### src/rtl/pcmSubframePkg.sv
package pcmSubframePkg;
  localparam int AUDIO_W = 24;
  localparam int POS_W = 5;

  localparam logic [3:0] PRE_BLOCK = 4'b0001;
  localparam logic [3:0] PRE_LEFT  = 4'b0010;
  localparam logic [3:0] PRE_RIGHT = 4'b0100;

  // Strobes passed from the link control to the datapath each system clock.
  typedef struct packed {
    logic             capture;    // rising bit-clock edge: sample sdBit
    logic             clearWord;  // word-select change: start a new word
    logic             wordDone;   // a word finished and must be emitted
    logic             chanRight;  // channel of the word being captured/finished
    logic [POS_W-1:0] bitPos;     // bit index within the current word
  } strobeT;

  function automatic logic [POS_W-1:0] widthBits(input logic [1:0] sel);
    case (sel)
      2'd0:    widthBits = 5'd16;
      2'd1:    widthBits = 5'd18;
      2'd2:    widthBits = 5'd20;
      default: widthBits = 5'd24;
    endcase
  endfunction
endpackage

### src/rtl/i2sSlaveCtrl.sv
module i2sSlaveCtrl
  import pcmSubframePkg::*;
#(
  parameter int SYNC_STAGES = 2,
  parameter int STATUS_LEN  = 192,
  localparam int FW = $clog2(STATUS_LEN)
) (
  input  logic          clk,
  input  logic          rstN,
  input  logic          sckIn,
  input  logic          wsIn,
  input  logic          sdIn,
  output strobeT        strobe,
  output logic          sdBit,
  output logic [FW-1:0] frameIdx
);
  localparam logic [POS_W-1:0] POS_MAX = '1;
  localparam logic [FW-1:0] FRAME_LAST = FW'(STATUS_LEN - 1);

  logic [SYNC_STAGES-1:0] sckSync, wsSync, sdSync;
  logic sckPrev;
  logic wsPrev;
  logic wsKnown;
  logic armed;
  logic [POS_W-1:0] bitCnt;
  logic [FW-1:0] frameCnt;

  logic sckNow, wsNow, rise, change;

  // Multi-stage synchronizers for the three link wires, kept together so
  // data and word select stay aligned with the bit clock.
  always_ff @(posedge clk or negedge rstN) begin
    if (!rstN) begin
      sckSync <= '0;
      wsSync  <= '0;
      sdSync  <= '0;
      sckPrev <= 1'b0;
    end else begin
      sckSync <= {sckSync[SYNC_STAGES-2:0], sckIn};
      wsSync  <= {wsSync[SYNC_STAGES-2:0], wsIn};
      sdSync  <= {sdSync[SYNC_STAGES-2:0], sdIn};
      sckPrev <= sckSync[SYNC_STAGES-1];
    end
  end

  assign sckNow = sckSync[SYNC_STAGES-1];
  assign wsNow  = wsSync[SYNC_STAGES-1];
  assign sdBit  = sdSync[SYNC_STAGES-1];
  assign rise   = sckNow & ~sckPrev;
  assign change = rise & wsKnown & (wsNow != wsPrev);

  always_comb begin
    strobe.capture   = rise;
    strobe.clearWord = change;
    strobe.wordDone  = change & armed;
    strobe.chanRight = wsPrev;
    strobe.bitPos    = bitCnt;
  end

  // Word tracking: the bit sampled on a change edge closes the old word.
  always_ff @(posedge clk or negedge rstN) begin
    if (!rstN) begin
      wsPrev  <= 1'b0;
      wsKnown <= 1'b0;
      armed   <= 1'b0;
      bitCnt  <= '0;
    end else if (rise) begin
      wsKnown <= 1'b1;
      wsPrev  <= wsNow;
      if (change) begin
        armed  <= 1'b1;
        bitCnt <= '0;
      end else if (bitCnt != POS_MAX) begin
        bitCnt <= bitCnt + 1'b1;
      end
    end
  end

  // Block counter: advances after every right subframe, wraps per block.
  always_ff @(posedge clk or negedge rstN) begin
    if (!rstN) begin
      frameCnt <= '0;
    end else if (change && armed && wsPrev) begin
      frameCnt <= (frameCnt == FRAME_LAST) ? '0 : frameCnt + 1'b1;
    end
  end

  assign frameIdx = frameCnt;
endmodule

### src/rtl/subframeAssembler.sv
module subframeAssembler
  import pcmSubframePkg::*;
#(
  parameter int STATUS_LEN = 192,
  parameter int OUT_W      = 32,
  localparam int FW = $clog2(STATUS_LEN)
) (
  input  logic                  clk,
  input  logic                  rstN,
  input  strobeT                strobe,
  input  logic                  sdBit,
  input  logic [FW-1:0]         frameIdx,
  input  logic [1:0]            cfgWidth,
  input  logic                  cfgFrameEn,
  input  logic [STATUS_LEN-1:0] cfgStatus,
  input  logic                  outAccept,
  output logic [OUT_W-1:0]      outData,
  output logic                  outValid,
  output logic                  outRight,
  output logic                  overflow
);
  localparam int PAD_W = OUT_W - AUDIO_W;

  logic [AUDIO_W-1:0] shReg;
  logic [AUDIO_W-1:0] wordNow;
  logic [POS_W-1:0]   slotIdx;
  logic               inWidth;
  logic [3:0]         preCode;
  logic               statusBit;
  logic [OUT_W-2:0]   body;
  logic [OUT_W-1:0]   framed, raw, nextOut;
  logic               pending;

  // Current word including the bit being sampled this cycle.
  always_comb begin
    wordNow = shReg;
    slotIdx = POS_W'(AUDIO_W - 1) - strobe.bitPos;
    inWidth = strobe.bitPos < widthBits(cfgWidth);
    if (strobe.capture && inWidth) begin
      wordNow[slotIdx] = sdBit;
    end
  end

  always_comb begin
    if (strobe.chanRight)        preCode = PRE_RIGHT;
    else if (frameIdx == '0)     preCode = PRE_BLOCK;
    else                         preCode = PRE_LEFT;
    statusBit = cfgStatus[frameIdx];
    body      = {statusBit, 1'b0, 1'b0, wordNow, preCode};
    framed    = {^body[OUT_W-2:4], body};
    raw       = {{PAD_W{1'b0}}, wordNow};
    nextOut   = cfgFrameEn ? framed : raw;
  end

  always_ff @(posedge clk or negedge rstN) begin
    if (!rstN) begin
      shReg <= '0;
    end else if (strobe.clearWord) begin
      shReg <= '0;
    end else if (strobe.capture) begin
      shReg <= wordNow;
    end
  end

  always_ff @(posedge clk or negedge rstN) begin
    if (!rstN) begin
      outData  <= '0;
      outValid <= 1'b0;
      outRight <= 1'b0;
      pending  <= 1'b0;
      overflow <= 1'b0;
    end else begin
      outValid <= strobe.wordDone;
      if (strobe.wordDone) begin
        outData  <= nextOut;
        outRight <= strobe.chanRight;
        pending  <= 1'b1;
        if (pending && !outAccept) overflow <= 1'b1;
      end else if (outAccept) begin
        pending <= 1'b0;
      end
    end
  end
endmodule

### src/rtl/pcmSubframeRx.sv
module pcmSubframeRx
  import pcmSubframePkg::*;
#(
  parameter int SYNC_STAGES = 2,
  parameter int STATUS_LEN  = 192,
  parameter int OUT_W       = 32,
  localparam int FW = $clog2(STATUS_LEN)
) (
  input  logic                  clk,
  input  logic                  rstN,
  input  logic                  sckIn,
  input  logic                  wsIn,
  input  logic                  sdIn,
  input  logic [1:0]            cfgWidth,
  input  logic                  cfgFrameEn,
  input  logic [STATUS_LEN-1:0] cfgStatus,
  input  logic                  outAccept,
  output logic [OUT_W-1:0]      outData,
  output logic                  outValid,
  output logic                  outRight,
  output logic                  overflow
);
  strobeT        strobe;
  logic          sdBit;
  logic [FW-1:0] frameIdx;

  i2sSlaveCtrl #(.SYNC_STAGES(SYNC_STAGES), .STATUS_LEN(STATUS_LEN)) u_ctrl (
    .clk      (clk),
    .rstN     (rstN),
    .sckIn    (sckIn),
    .wsIn     (wsIn),
    .sdIn     (sdIn),
    .strobe   (strobe),
    .sdBit    (sdBit),
    .frameIdx (frameIdx)
  );

  subframeAssembler #(.STATUS_LEN(STATUS_LEN), .OUT_W(OUT_W)) u_dp (
    .clk        (clk),
    .rstN       (rstN),
    .strobe     (strobe),
    .sdBit      (sdBit),
    .frameIdx   (frameIdx),
    .cfgWidth   (cfgWidth),
    .cfgFrameEn (cfgFrameEn),
    .cfgStatus  (cfgStatus),
    .outAccept  (outAccept),
    .outData    (outData),
    .outValid   (outValid),
    .outRight   (outRight),
    .overflow   (overflow)
  );
endmodule

### config.mk
export PLATFORM = sky130hd
export DESIGN_NAME = pcmSubframeRx
export DESIGN_NICKNAME = d
export VERILOG_FILES = /design/src/rtl/pcmSubframePkg.sv /design/src/rtl/i2sSlaveCtrl.sv /design/src/rtl/subframeAssembler.sv /design/src/rtl/pcmSubframeRx.sv
export SDC_FILE = /design/constraint.sdc
export NUM_CORES = 1
export LEC_CHECK = 0
export ABC_AREA = 1
export BUFFER_PORTS_ARGS = -buffer_cell sky130_fd_sc_hd__buf_2
export CAP_MARGIN = 15
export CORE_MARGIN = 10
export CORE_UTILIZATION = 56
export CTS_CLUSTER_DIAMETER = 150
export DETAILED_ROUTE_END_ITERATION = 12
export PLACE_DENSITY = 0.87
export SLEW_MARGIN = 20
export SYNTH_ARGS = -nofsm -noshare
export SYNTH_HDL_FRONTEND = slang
export SYNTH_SLANG_ARGS = --single-unit
### constraint.sdc
create_clock -name clk -period 3.9 [get_ports clk]
set_input_delay 1.17 -clock clk [delete_from_list [all_inputs] [get_ports clk]]
set_output_delay 1.17 -clock clk [all_outputs]
set_load 0.01 [all_outputs]
=== Word-level counts from Yosys, hierarchy flattened ===
Cells that the tools add are included.

* Register bits after elaboration: 83
* Output and inout port bits: 35
* Input bits: 201
* Word-level logic and storage cells: 64

* Order comparisons: 4
* Equal/unequal tests: 5
* Muxes and demuxes: 17
* Reductions and logical operators: 15
* Add/subtract/negate cells: 3
* Bitwise logic cells: 5

{| class="wikitable"
|+ Operators with widths
! cell !! count
|-
| $mux 24 || 3
|-
| $mux 32 || 1
|-
| $reduce_xor 27->1 || 1
|-
| $bwmux 24 || 1
|-
| $pmux 4 s3 || 1
|-
| $mux 5 || 2
|-
| $lt 8x9->1 const B || 1
|-
| $add 8x1->8 const B || 1
|-
| $bmux 1 s8 || 1
|-
| $eq 8x8->1 const B || 1
|-
| $logic_not 8->1 || 1
|-
| $mux 8 || 1
|-
| $lt 5x6->1 const B || 1
|-
| $reduce_and 2->1 || 3
|-
| $reduce_bool 2->1 || 3
|-
| $add 5x1->5 const B || 1
|-
| $demux 1 s5 || 1
|-
| $ge 5x1->1 const B || 1
|-
| $logic_and 1x1->1 || 5
|-
| $lt 5x5->1 || 1
|-
| $ne 5x5->1 const B || 1
|-
| $sub 5x5->5 const A || 1
|-
| $and 1x1->1 || 4
|-
| $mux 1 || 4
|-
| other kinds (8) || 8
|}

=== Logic depth before layout (Yosys ltp) ===
Gate-level depths: netlist of run 1.

* Depth in word-level cells: 9
* Depth in mapped cells: 22
* Gate-level depth less buffers: 21

=== By module ===
From an unflattened synthesis of run 1, not the netlist that was laid out.

* Cells, all modules: 1152
* Area total of the unflattened synthesis: 6770.2 µm²

{| class="wikitable"
|+ Modules (own cells, without submodules)
! module !! area each (µm²) !! times used !! seq. area each (µm²) !! cells each
|-
| subframeAssembler || 5688.0 || 1 || 1451.4 || 1025
|-
| i2sSlaveCtrl || 1082.3 || 1 || 575.6 || 127
|}

=== Least setup slack after synthesis of run 1 ===
No wires, ideal clock.

* Path kind: input -> register
* Start: input port cfgWidth[1]
* End: register u_dp.outData[31]
* Data arrival time: 3.052 ns
* Library setup time: 0.117 ns
* Buffers on the path: 1
* Data required time: 3.783 ns
* Stages on the path: 22
* Slack: 0.730 ns
* Path through: inv_1 > or2_2 > ha_1 > nand2_1 > nand2_1 > nand2_4 > nand3_4 > buf_6 > nand2_1 > inv_1 > nor2_2 > nand2_1 > nand2_1 > nand2_1 > nand2_1 > nand2_1 > nand2_1 > nand2_1 > nand2_1 > nand2_1 > nand3_1 > nand2_1

* Cells in the longest elaborated chain, start to end: 7
* Elaborated cells on any way between the ends: 9
* Those cells by class: order compare: 1; eq/ne: 2; mux: 3; reduce/logical: 3

{| class="wikitable"
|+ Ends and longest elaborated chain
! element !! line !! text
|-
| from (decl) || pcmSubframeRx.sv:14 || <nowiki>input logic [1:0] cfgWidth,</nowiki>
|-
| $eq 2x2->1 (tied with other cells) || pcmSubframePkg.sv:19 || <nowiki>case (sel)</nowiki>
|-
| $pmux 4 s3 * || pcmSubframePkg.sv:19 ||
|-
| $lt 5x5->1 * || subframeAssembler.sv:38 || <nowiki>inWidth = strobe.bitPos < widthBits(cfgWidth);</nowiki>
|-
| $logic_and 1x1->1 * || subframeAssembler.sv:39 || <nowiki>if (strobe.capture && inWidth) begin</nowiki>
|-
| $mux 24 * || subframeAssembler.sv:39 ||
|-
| $reduce_xor 27->1 * || subframeAssembler.sv:50 || <nowiki>framed = {^body[OUT_W-2:4], body};</nowiki>
|-
| $mux 32 * || subframeAssembler.sv:52 || <nowiki>nextOut = cfgFrameEn ? framed : raw;</nowiki>
|-
| to (signal assigned) || subframeAssembler.sv:75 || <nowiki>outData <= nextOut;</nowiki>
|-
| to (decl) || subframeAssembler.sv:17 || <nowiki>output logic [OUT_W-1:0] outData,</nowiki>
|}

Mark *: on every way between the ends. The rest lies on a longest branch, timed or not.
A chain may end at the register's enable or synchronous reset.

=== Final worst setup path of run 1 ===
* Start: input port cfgWidth[0]
* End: register u_dp.outData[31]

Same word-level chain as after synthesis.

==> flow_summary.toml, run 1 <==
[floorplan]
rows = 41
die_w_um = 133
initial_core_util_pct = 56.8
die_area_um2 = 17600
coreArea_um2 = 12500
die_h_um = 133
pin_count = 236

[timing]
worstMarginPinSlew_ns = 1.07
finalClockSkew_ns = 0.00772
rsz0062_at_grt = "no"
hold_slack_ns = 0.347
setup_viol_count_final = 0
tns_ns = 0
max_slew_margin_pct = 28.5
layout_min_cycle_time_ns = 3.39
fmax_ghz = 0.295
hold_viol_final = 0
fin_ws_ns = 0.508
finalMaxSlewViolations = 0
fin_crit_sh_pct = 87.0

[setup_path]
start_kind = "input port"
arrival_ns = 3.63
rr_startpoint = "u_ctrl.bitCnt[2]"
crit_path_end_kind = "register"
reg2reg_depth = 20
rr_endpoint = "u_dp.outData[31]"
required_ns = 4.14
crit_type = "in -> reg"
worst-r2r-setup-slack_ns = 0.89
crit_fanout = 24

[clock_network]
cts.sinks = 81
cts_made_buffers = 9
htreeDepth = 3
hold_buffers = 0
cts_buffer_depth = 2
clk_latency_ns = 0.35
cts_tree = "yes"
clk_pin_slew_worst_paths_ns = 0.07
ctsResizeCount = 0
cts_root_buffer = "clkbuf_16"
post_cts_buffers = 0

[yosys]
synth.area.top_cells = "dfrtp_1, nand2_1, nor2_1"
ys_types = 37
synth_top_area_share_pct = 28.5
ys_seq_area_share_pct = 28.5
synth_area_um2 = 7120
ys_ff_latch = 81
syn_inst = 1215
syn_avg_cell_area_um2 = 5.86
yosys.area.top_type = "dfrtp_1"
ys_warn_count = 0

[power_and_ir_drop]
ir_drop_uv = 325
power.leakage_uw = 0.00490
p_per_area_nw_per_um2 = 700

[final_layout]
nFillCells = 1164
multiInputGateArea_um2 = 4300
area_delta_synth_final_pct = 20.7
seqCellArea_um2 = 2030
drive_above_1_share_pct = 22.2
layout.nets = 1611
finish.instance_area_um2 = 8590

[min_path]
min_path_cells = 0
hp-class = "reg -> reg"
hold_end = "u_ctrl.sdSync[1]"
min_from = "u_ctrl.sdSync[0]"

[detailed_routing]
wl_per_cell_um = 15.7
vias = 8452
drtIter0Drc = 966
viasPerCell = 5.35
drc = 0
wirelength_mm = 24.9
drtPass1Iterations = 5
antenna_left = 0

[grt]
antenna_found_initial = 1
grt_overflow = 0
grt_pass1_wl_mm = 40.6
grt_pass1_vias = 7977
grt.total_usage_pct = 27.4
grt_max_degree = 118

[run_status]
status = "finished, final reports clean"

[placed_design]
post_dp_cell_area_um2 = 8250
gp_congestion = 0.940
dp_slack_ns = 0.178
post-dp-hpwl_mm = 19.0
portBuffers = 233

[flow_run]
max-cap-violations = 0
-- power breakdown --
group	leakage (uW)	switching [uW]	internal [uW]
logic	0.00373	2440	1210
registers	0.00101	253	1140
clock network	0.000164	397	576
-- Yosys cell counts --
cell type,instances
nand2_1,466
nor2_1,200
inv_1,99
o21ai_0,83
dfrtp_1,81
nand4_1,49
nand3_1,44
buf_2,30
clkbuf_1,23
o221ai_1,22
a21oi_1,13
inv_2,13
o21ai_2,12
o21ai_1,11
ha_1,9
nor2_2,8
buf_4,7
buf_1,6
nor2_4,6
buf_6,5
nand2_2,4
nor3_1,3
xor2_1,3
clkinv_1,2
nand3_2,2
o22ai_1,2
or2_2,2
a2111oi_1,1
a211oi_1,1
conb_1,1
nand2_4,1
nand3_4,1
nor3_2,1
nor3b_1,1
o211ai_1,1
o21bai_1,1
o31a_1,1
-- cell type report --
type	instances	share of cell area [%]
antenna	1	0.0291
clock buffer	9	2.62
clock inverter	7	1.27
inverter	114	4.98
multi-input combinational	950	50.0
sequential	81	23.6
tap	172	2.51
timing repair buffer	245	14.9
-- worst max path at each step --
stage	startpoint	to	slack, ns
2_1_floorplan	cfgWidth[1]	u_dp.outData[31]	0.73
5_1_grt	cfgWidth[1]	u_dp.outData[31]	0.26
3_3_place_gp	cfgWidth[0]	u_dp.outData[31]	0.27
3_5_place_dp	cfgWidth[0]	u_dp.outData[31]	0.18
6_report	cfgWidth[0]	u_dp.outData[31]	0.51
4_1_cts	cfgWidth[0]	u_dp.outData[31]	0.54
-- per-stage QoR --
stage	instances	total power, uW	utilization, %
after detailed placement	1562	4950	65.9
after floorplan	1216	4030	-
after CTS	1578	5950	68.6
after global placement	1562	4890	65.9
after global routing	1579	6570	68.6
final	1579	6020	68.6
-- sequential cells by signal, summed over array words and instances, names as in the netlist, 2 cells and up --
| signal | cells |
|---|---|
| u_ctrl.sckSync | 2 |
| u_ctrl.wsSync | 2 |
| u_dp.shReg | 24 |
| u_ctrl.sdSync | 2 |
| u_ctrl.bitCnt | 5 |
| u_dp.outData | 30 |
| u_ctrl.frameIdx | 8 |
-- placed cells by master, fill, tap and decap left out, types with 12 or more instances in the layout --
cell / n
o221ai_1: 22
nor2_1: 200
o21ai_0: 83
nand3_1: 44
inv_1: 99
buf_2: 232
nand4_1: 49
nand2_1: 466
o21ai_2: 12
dfrtp_1: 80
inv_2: 13
a21oi_1: 13
-- cell families after synthesis --
logic type | synth area share, %
compound gates | 12.5
flops | 28.5
other cells | 0.0527
buf+inv | 11.2
fa+ha+maj | 1.58
xor+xnor | 0.369
simple gates | 45.9
-- routing by layer --
metal	wire length, um	track usage (%)	up-vias
met5	0	0	-
met4	560	7.82	0
met3	2330	5.79	46
met2	12100	46.7	416
met1	9840	34.0	3779
li1	-	-	4211
-- critical path, cell delays in order --
cell and delay (ns):
buf_2 0.11, or2_2 0.29, ha_1 0.27, nand2_1 0.06, nand2_1 0.07, nand2_4 0.08
nand3_4 0.27, buf_12 0.27, nand2_1 0.07, inv_1 0.06, nor2_4 0.16, nand2_1 0.08
nand2_1 0.09, nand2_1 0.05, nand2_1 0.08, nand2_1 0.06, nand2_1 0.06, nand2_1 0.06
nand2_1 0.07, nand2_1 0.05, nand3_1 0.07, nand2_1 0.05
Power figures use the tool's default switching activity.
==> inputs of run 2 (changes only) <==
clock period = 4.3 ns   (was 3.9 ns; I/O delays follow)
==> run 2 against run 1 <==
  * Register-to-register slack got worse by 0.08 ns
  * Largest cell class unchanged
  * Clock skew decreased by 0.0029 ns
  * Via count rose by 2.1%
  * Critical endpoint unchanged
  * Clock-buffer cell count up 3
  * Non-clock buffer count decreased by 3
==> flow_summary.toml, run 2 (synthesized netlist as in run 1, its figures left out) <==
[run_status]
status = "finished, final reports clean"

[clock_network]
cts.sinks = 81
htreeDepth = 3
cts_made_buffers = 9
ctsResizeCount = 0
clk_pin_slew_worst_paths_ns = 0.06
cts_tree = "yes"
cts_buffer_depth = 2
hold_buffers = 0
clk_latency_ns = 0.34
cts_root_buffer = "clkbuf_16"
post_cts_buffers = 0

[detailed_routing]
drc = 0
drtIter0Drc = 1211
wl_per_cell_um = 16.3
wirelength_mm = 25.7
drtPass1Iterations = 6
vias = 8632
viasPerCell = 5.47
antenna_left = 0

[placed_design]
dp_slack_ns = 0.448
portBuffers = 233
post-dp-hpwl_mm = 19.0
gp_congestion = 0.938

[setup_path]
start_kind = "input port"
reg2reg_depth = 17
arrival_ns = 3.80
required_ns = 4.54
worst-r2r-setup-slack_ns = 0.81
crit_fanout = 28
rr_endpoint = "u_dp.outData[31]"
rr_startpoint = "u_ctrl.frameIdx[0]"
crit_path_end_kind = "register"
crit_type = "in -> reg"
crit_path_start = "cfgWidth[0]"

[final_layout]
final_util_pct = 68.5
top_register = "u_dp.outData"
drive_above_1_share_pct = 22.0
layout_commonest_cell = "nand2_1"
layout.nets = 1608
largest_reg_flops = 30
nFillCells = 1148
final_cell_mix = "nand2_1, buf_2, nor2_1"
area_delta_synth_final_pct = 20.5

[floorplan]
die_area_um2 = 17600
rows = 41
pin_count = 236
die_w_um = 133
die_h_um = 133
coreArea_um2 = 12500
initial_core_util_pct = 56.8

[grt]
grt_pass1_vias = 7963
grt.total_usage_pct = 28.1
grt_overflow = 0
antenna_found_initial = 2
grt_max_degree = 82
grt_pass1_wl_mm = 41.3

[timing]
rsz0062_at_grt = "no"
fmax_ghz = 0.281
layout_min_cycle_time_ns = 3.56
finalClockSkew_ns = 0.00477
fin_crit_sh_pct = 82.8
max_slew_margin_pct = 36.4
worstMarginPinSlew_ns = 0.954
setup_viol_count_final = 0
tns_ns = 0
fin_ws_ns = 0.738
hold_viol_final = 0
finalMaxSlewViolations = 0

[min_path]
min_from = "u_ctrl.wsSync[0]"
min_path_cells = 0
hp-class = "reg -> reg"
hold_end = "u_ctrl.wsSync[1]"

[power_and_ir_drop]
ir_drop_uv = 363
power_frac_comb_pct = 59.9
p_sw_uw = 2770
swShare_pct = 51.0
p_seq_share_pct = 24.3
power.leakage_uw = 0.00488
p_int_uw = 2660
p_per_area_nw_per_um2 = 633
power.clock.fraction_pct = 15.8

[flow_run]
max-cap-violations = 0
run 2: cell count changes in the layout (fill, tap and decap cells not counted), moves of 2 or more:
| cell | previous run | this run |
|---|---|---|
| inv_6 | 2 | 0 |
| buf_4 | 11 | 8 |
| diode_2 | 1 | 4 |
| inv_8 | 2 | 0 |
| clkinvlp_4 | 0 | 2 |
| clkbuf_8 | 0 | 2 |
run 2: metrics by stage:
step                power [uW]  cells  area, um^2  hold WS [ns]
global route              5930   1577        8570         0.357
CTS                       5370   1574        8540         0.354
global placement          4400   1558        8210         0.335
finish                    5430   1579        8570         0.351
detailed placement        4480   1558        8210         0.340
floorplan                 3660   1216        7120         0.331
run 2: power by group through the flow:
stage | registers [uW] | clock network (uW) | logic (uW)
after floorplan | 1250 | 0 | 2410
final | 1320 | 859 | 3250
after global placement | 1310 | 0 | 3090
after global routing | 1350 | 898 | 3670
after CTS | 1310 | 859 | 3200
after detailed placement | 1320 | 0 | 3160
run 2: metal layers:
| layer | up-vias | global-route usage (%) | routed length [um] |
|---|---|---|---|
| met5 | - | 0 | 0 |
| met1 | 3830 | 34.9 | 9890 |
| met2 | 531 | 47.4 | 12600 |
| met3 | 66 | 7.04 | 2580 |
| li1 | 4205 | - | - |
| met4 | 0 | 7.64 | 668 |
run 2: worst max-delay path: stages:
cell and delay [ns]:
buf_2 0.11, or2_2 0.29, ha_1 0.27, nand2_1 0.06, nand2_1 0.07, nand2_4 0.08
nand3_4 0.27, buf_12 0.29, nand2_1 0.06, nand2_1 0.14, nand2_1 0.11, nand2_1 0.08
inv_1 0.08, nand2_1 0.05, nand2_1 0.07, nand2_2 0.06, nand2_1 0.08, nand2_1 0.05
nand2_1 0.07, nand3_1 0.07, nand3_1 0.07, nand2_1 0.05
run 2: cell type report:
type / instances / area [um^2] / share of cell area [%]
well taps: 172 / 215 / 2.51
inverters: 114 / 429 / 5.01
clock inverters: 4 / 75.1 / 0.876
flip-flops and latches: 81 / 2030 / 23.7
clock buffers: 12 / 256 / 2.99
multi-input cells: 950 / 4300 / 50.1
repair buffers: 242 / 1260 / 14.7
diodes: 4 / 10.0 / 0.117
run 2: how the worst max path moves through the flow:
stage | endpoint | cells after the start
finish | u_dp.outData[31] | 22
global route | u_dp.outData[31] | 17
CTS | u_dp.outData[31] | 22
detailed placement | u_dp.outData[31] | 22
global placement | u_dp.outData[31] | 22
floorplan | u_dp.outData[31] | 22
==> inputs of run 3 (changes only) <==
CORE_UTILIZATION = 52   (was 56)
PLACE_DENSITY = 0.82   (was 0.87)
clock period = 3.3 ns   (was 4.3 ns; I/O delays follow)
==> run 3 against run 2 <==
  * First-iteration DRC count decreased by 14%
  * Worst setup slack got worse by 0.46 ns
  * Clock-buffer cell count decreased by 3
  * Cell area increased by 3.1%
  * Power increased by 35%
  * Flip-flop and latch count unchanged
  * Sequential power increased by 29%
  * Largest cell class unchanged
  * Largest power group unchanged
  * Highest routed layer unchanged
==> flow_summary.toml, run 3 (synthesized netlist as in run 1, its figures left out) <==
[timing]
fin_ws_ns = 0.274
hold_viol_final = 0
max_slew_margin_pct = 48.4
finalClockSkew_ns = 0.0106
hold_slack_ns = 0.348
finalMaxSlewViolations = 0
rsz0062_at_grt = "no"
fmax_ghz = 0.330
layout_min_cycle_time_ns = 3.03
setup_viol_count_final = 0
fin_crit_sh_pct = 91.7
worstMarginPinSlew_ns = 0.772

[floorplan]
pin_count = 236
die_h_um = 137
die_area_um2 = 18800
die_w_um = 137
initial_core_util_pct = 53.3
coreArea_um2 = 13300
rows = 42

[setup_path]
crit_chain = "buf_2 -> or2_2 -> ha_1 -> nand2_1 -> nand2_1 -> nand2_4 -> nand3_4 -> buf_4 -> o21ai_2 -> nand2_1 -> nand2_1 -> nand2_1 -> nand2_1 -> nand2_1 -> nand2_1 -> nand2_1 -> nand2_1 -> nand2_1 -> nand3_1 -> nand2_1"
max_stage_delay_ns = 0.28
crit_path_start = "cfgWidth[0]"
rr_endpoint = "u_dp.outData[31]"
rr_startpoint = "u_ctrl.frameIdx[0]"
start_kind = "input port"
worst-r2r-setup-slack_ns = 0.49
reg2reg_depth = 18
crit_cells = 20
crit_type = "in -> reg"
critPathTopFamily = "simple AND/OR/NAND/NOR gates"
path_buf_inv = 2
crit_fanout = 12
cp_common_cell = "nand2_1"
critPathCapture = "u_dp.outData[31]"
arrival_ns = 3.26
required_ns = 3.53
crit_path_end_kind = "register"
crit_slowest_cell = "or2_2"

[final_layout]
finish.instance_area_um2 = 8840
drive_above_1_share_pct = 24.0
area_delta_synth_final_pct = 24.3
final_cell_mix = "nand2_1, buf_2, nor2_1"
layout.nets = 1645
nFillCells = 1245
largest_reg_flops = 30
layout_commonest_cell = "nand2_1"
top_register = "u_dp.outData"

[detailed_routing]
vias = 8622
wirelength_mm = 25.4
drc = 0
antenna_left = 0
wl_per_cell_um = 15.7
drtPass1Iterations = 7
viasPerCell = 5.33
drtIter0Drc = 1041

[clock_network]
cts_root_buffer = "clkbuf_16"
hold_buffers = 0
post_cts_buffers = 0
clk_pin_slew_worst_paths_ns = 0.06
cts_buffer_depth = 2
clk_latency_ns = 0.35
cts_made_buffers = 9
htreeDepth = 3
ctsResizeCount = 0
cts_tree = "yes"
cts.sinks = 81

[placed_design]
portBuffers = 233
post_dp_cell_area_um2 = 8530
post-dp-hpwl_mm = 19.9
gp_congestion = 0.964
dp_slack_ns = -0.0305

[power_and_ir_drop]
power.leakage_uw = 0.00505
p_per_area_nw_per_um2 = 826
p_seq_share_pct = 23.3
ir_drop_uv = 405
power_frac_comb_pct = 62.4
swShare_pct = 50.8
p_int_uw = 3600
power_uw = 7310
p_sw_uw = 3710
power.clock.fraction_pct = 14.3

[grt]
grt.total_usage_pct = 26.6
grt_overflow = 0
grt_max_degree = 56
antenna_found_initial = 2
grt_pass1_wl_mm = 40.3
grt_pass1_vias = 7981

[run_status]
status = "finished, final reports clean"

[flow_run]
max-cap-violations = 0

[min_path]
hp-class = "reg -> reg"
[run 3: cell types whose count changed in the layout (fill, tap and decap cells not counted), sizes merged]
cell,delta
clkbuf,-3
diode,-2
bufinv,-1
inv,+4
buf,+37
[run 3: worst min path at each step]
| stage | start | endpoint | cells past startpoint | slack (ns) |
|---|---|---|---|---|
| floorplan | u_ctrl.sckSync[0] | u_ctrl.sckSync[1] | 0 | 0.33 |
| detailed placement | u_ctrl.wsSync[0] | u_ctrl.wsSync[1] | 0 | 0.33 |
| global route | u_ctrl.sckSync[0] | u_ctrl.sckSync[1] | 0 | 0.36 |
| global placement | u_ctrl.sdSync[0] | u_ctrl.sdSync[1] | 0 | 0.33 |
| CTS | u_ctrl.wsSync[0] | u_ctrl.wsSync[1] | 0 | 0.35 |
| finish | u_ctrl.sckSync[0] | u_ctrl.sckSync[1] | 0 | 0.35 |
[run 3: power by group through the flow]
stage,sequential [uW],combinational [uW],clock (uW)
after floorplan,1630,3140,0
final,1700,4560,1050
after global routing,1740,5140,1090
after detailed placement,1700,4450,0
after global placement,1690,4380,0
after CTS,1690,4490,1050
[run 3: metal layers]
metal  wire length, um  vias up  global-route usage [%]
li1                  -     4279                       -
met1             10300     3916                    33.6
met2             12300      378                    44.4
met3              2270       49                    6.38
met4               505        0                    6.79
met5                 0        -                       0
[run 3: area by class of cell]
class | instances | area (um^2) | share of cell area (%)
Multi-Input combinational cell | 950 | 4300 | 48.6
Sequential cell | 81 | 2030 | 23.0
Timing Repair Buffer | 279 | 1550 | 17.5
Inverter | 114 | 428 | 4.84
Clock buffer | 9 | 225 | 2.55
Tap cell | 176 | 220 | 2.49
Clock inverter | 7 | 85.1 | 0.962
Antenna cell | 2 | 5.00 | 0.0566
[run 3: per-stage QoR]
step	utilization, %	instances	TNS, ns
floorplan	-	1216	0
global route	66.2	1618	0
global placement	63.9	1600	0
CTS	66.2	1616	0
finish	66.2	1618	0
detailed placement	63.9	1600	-0.0305
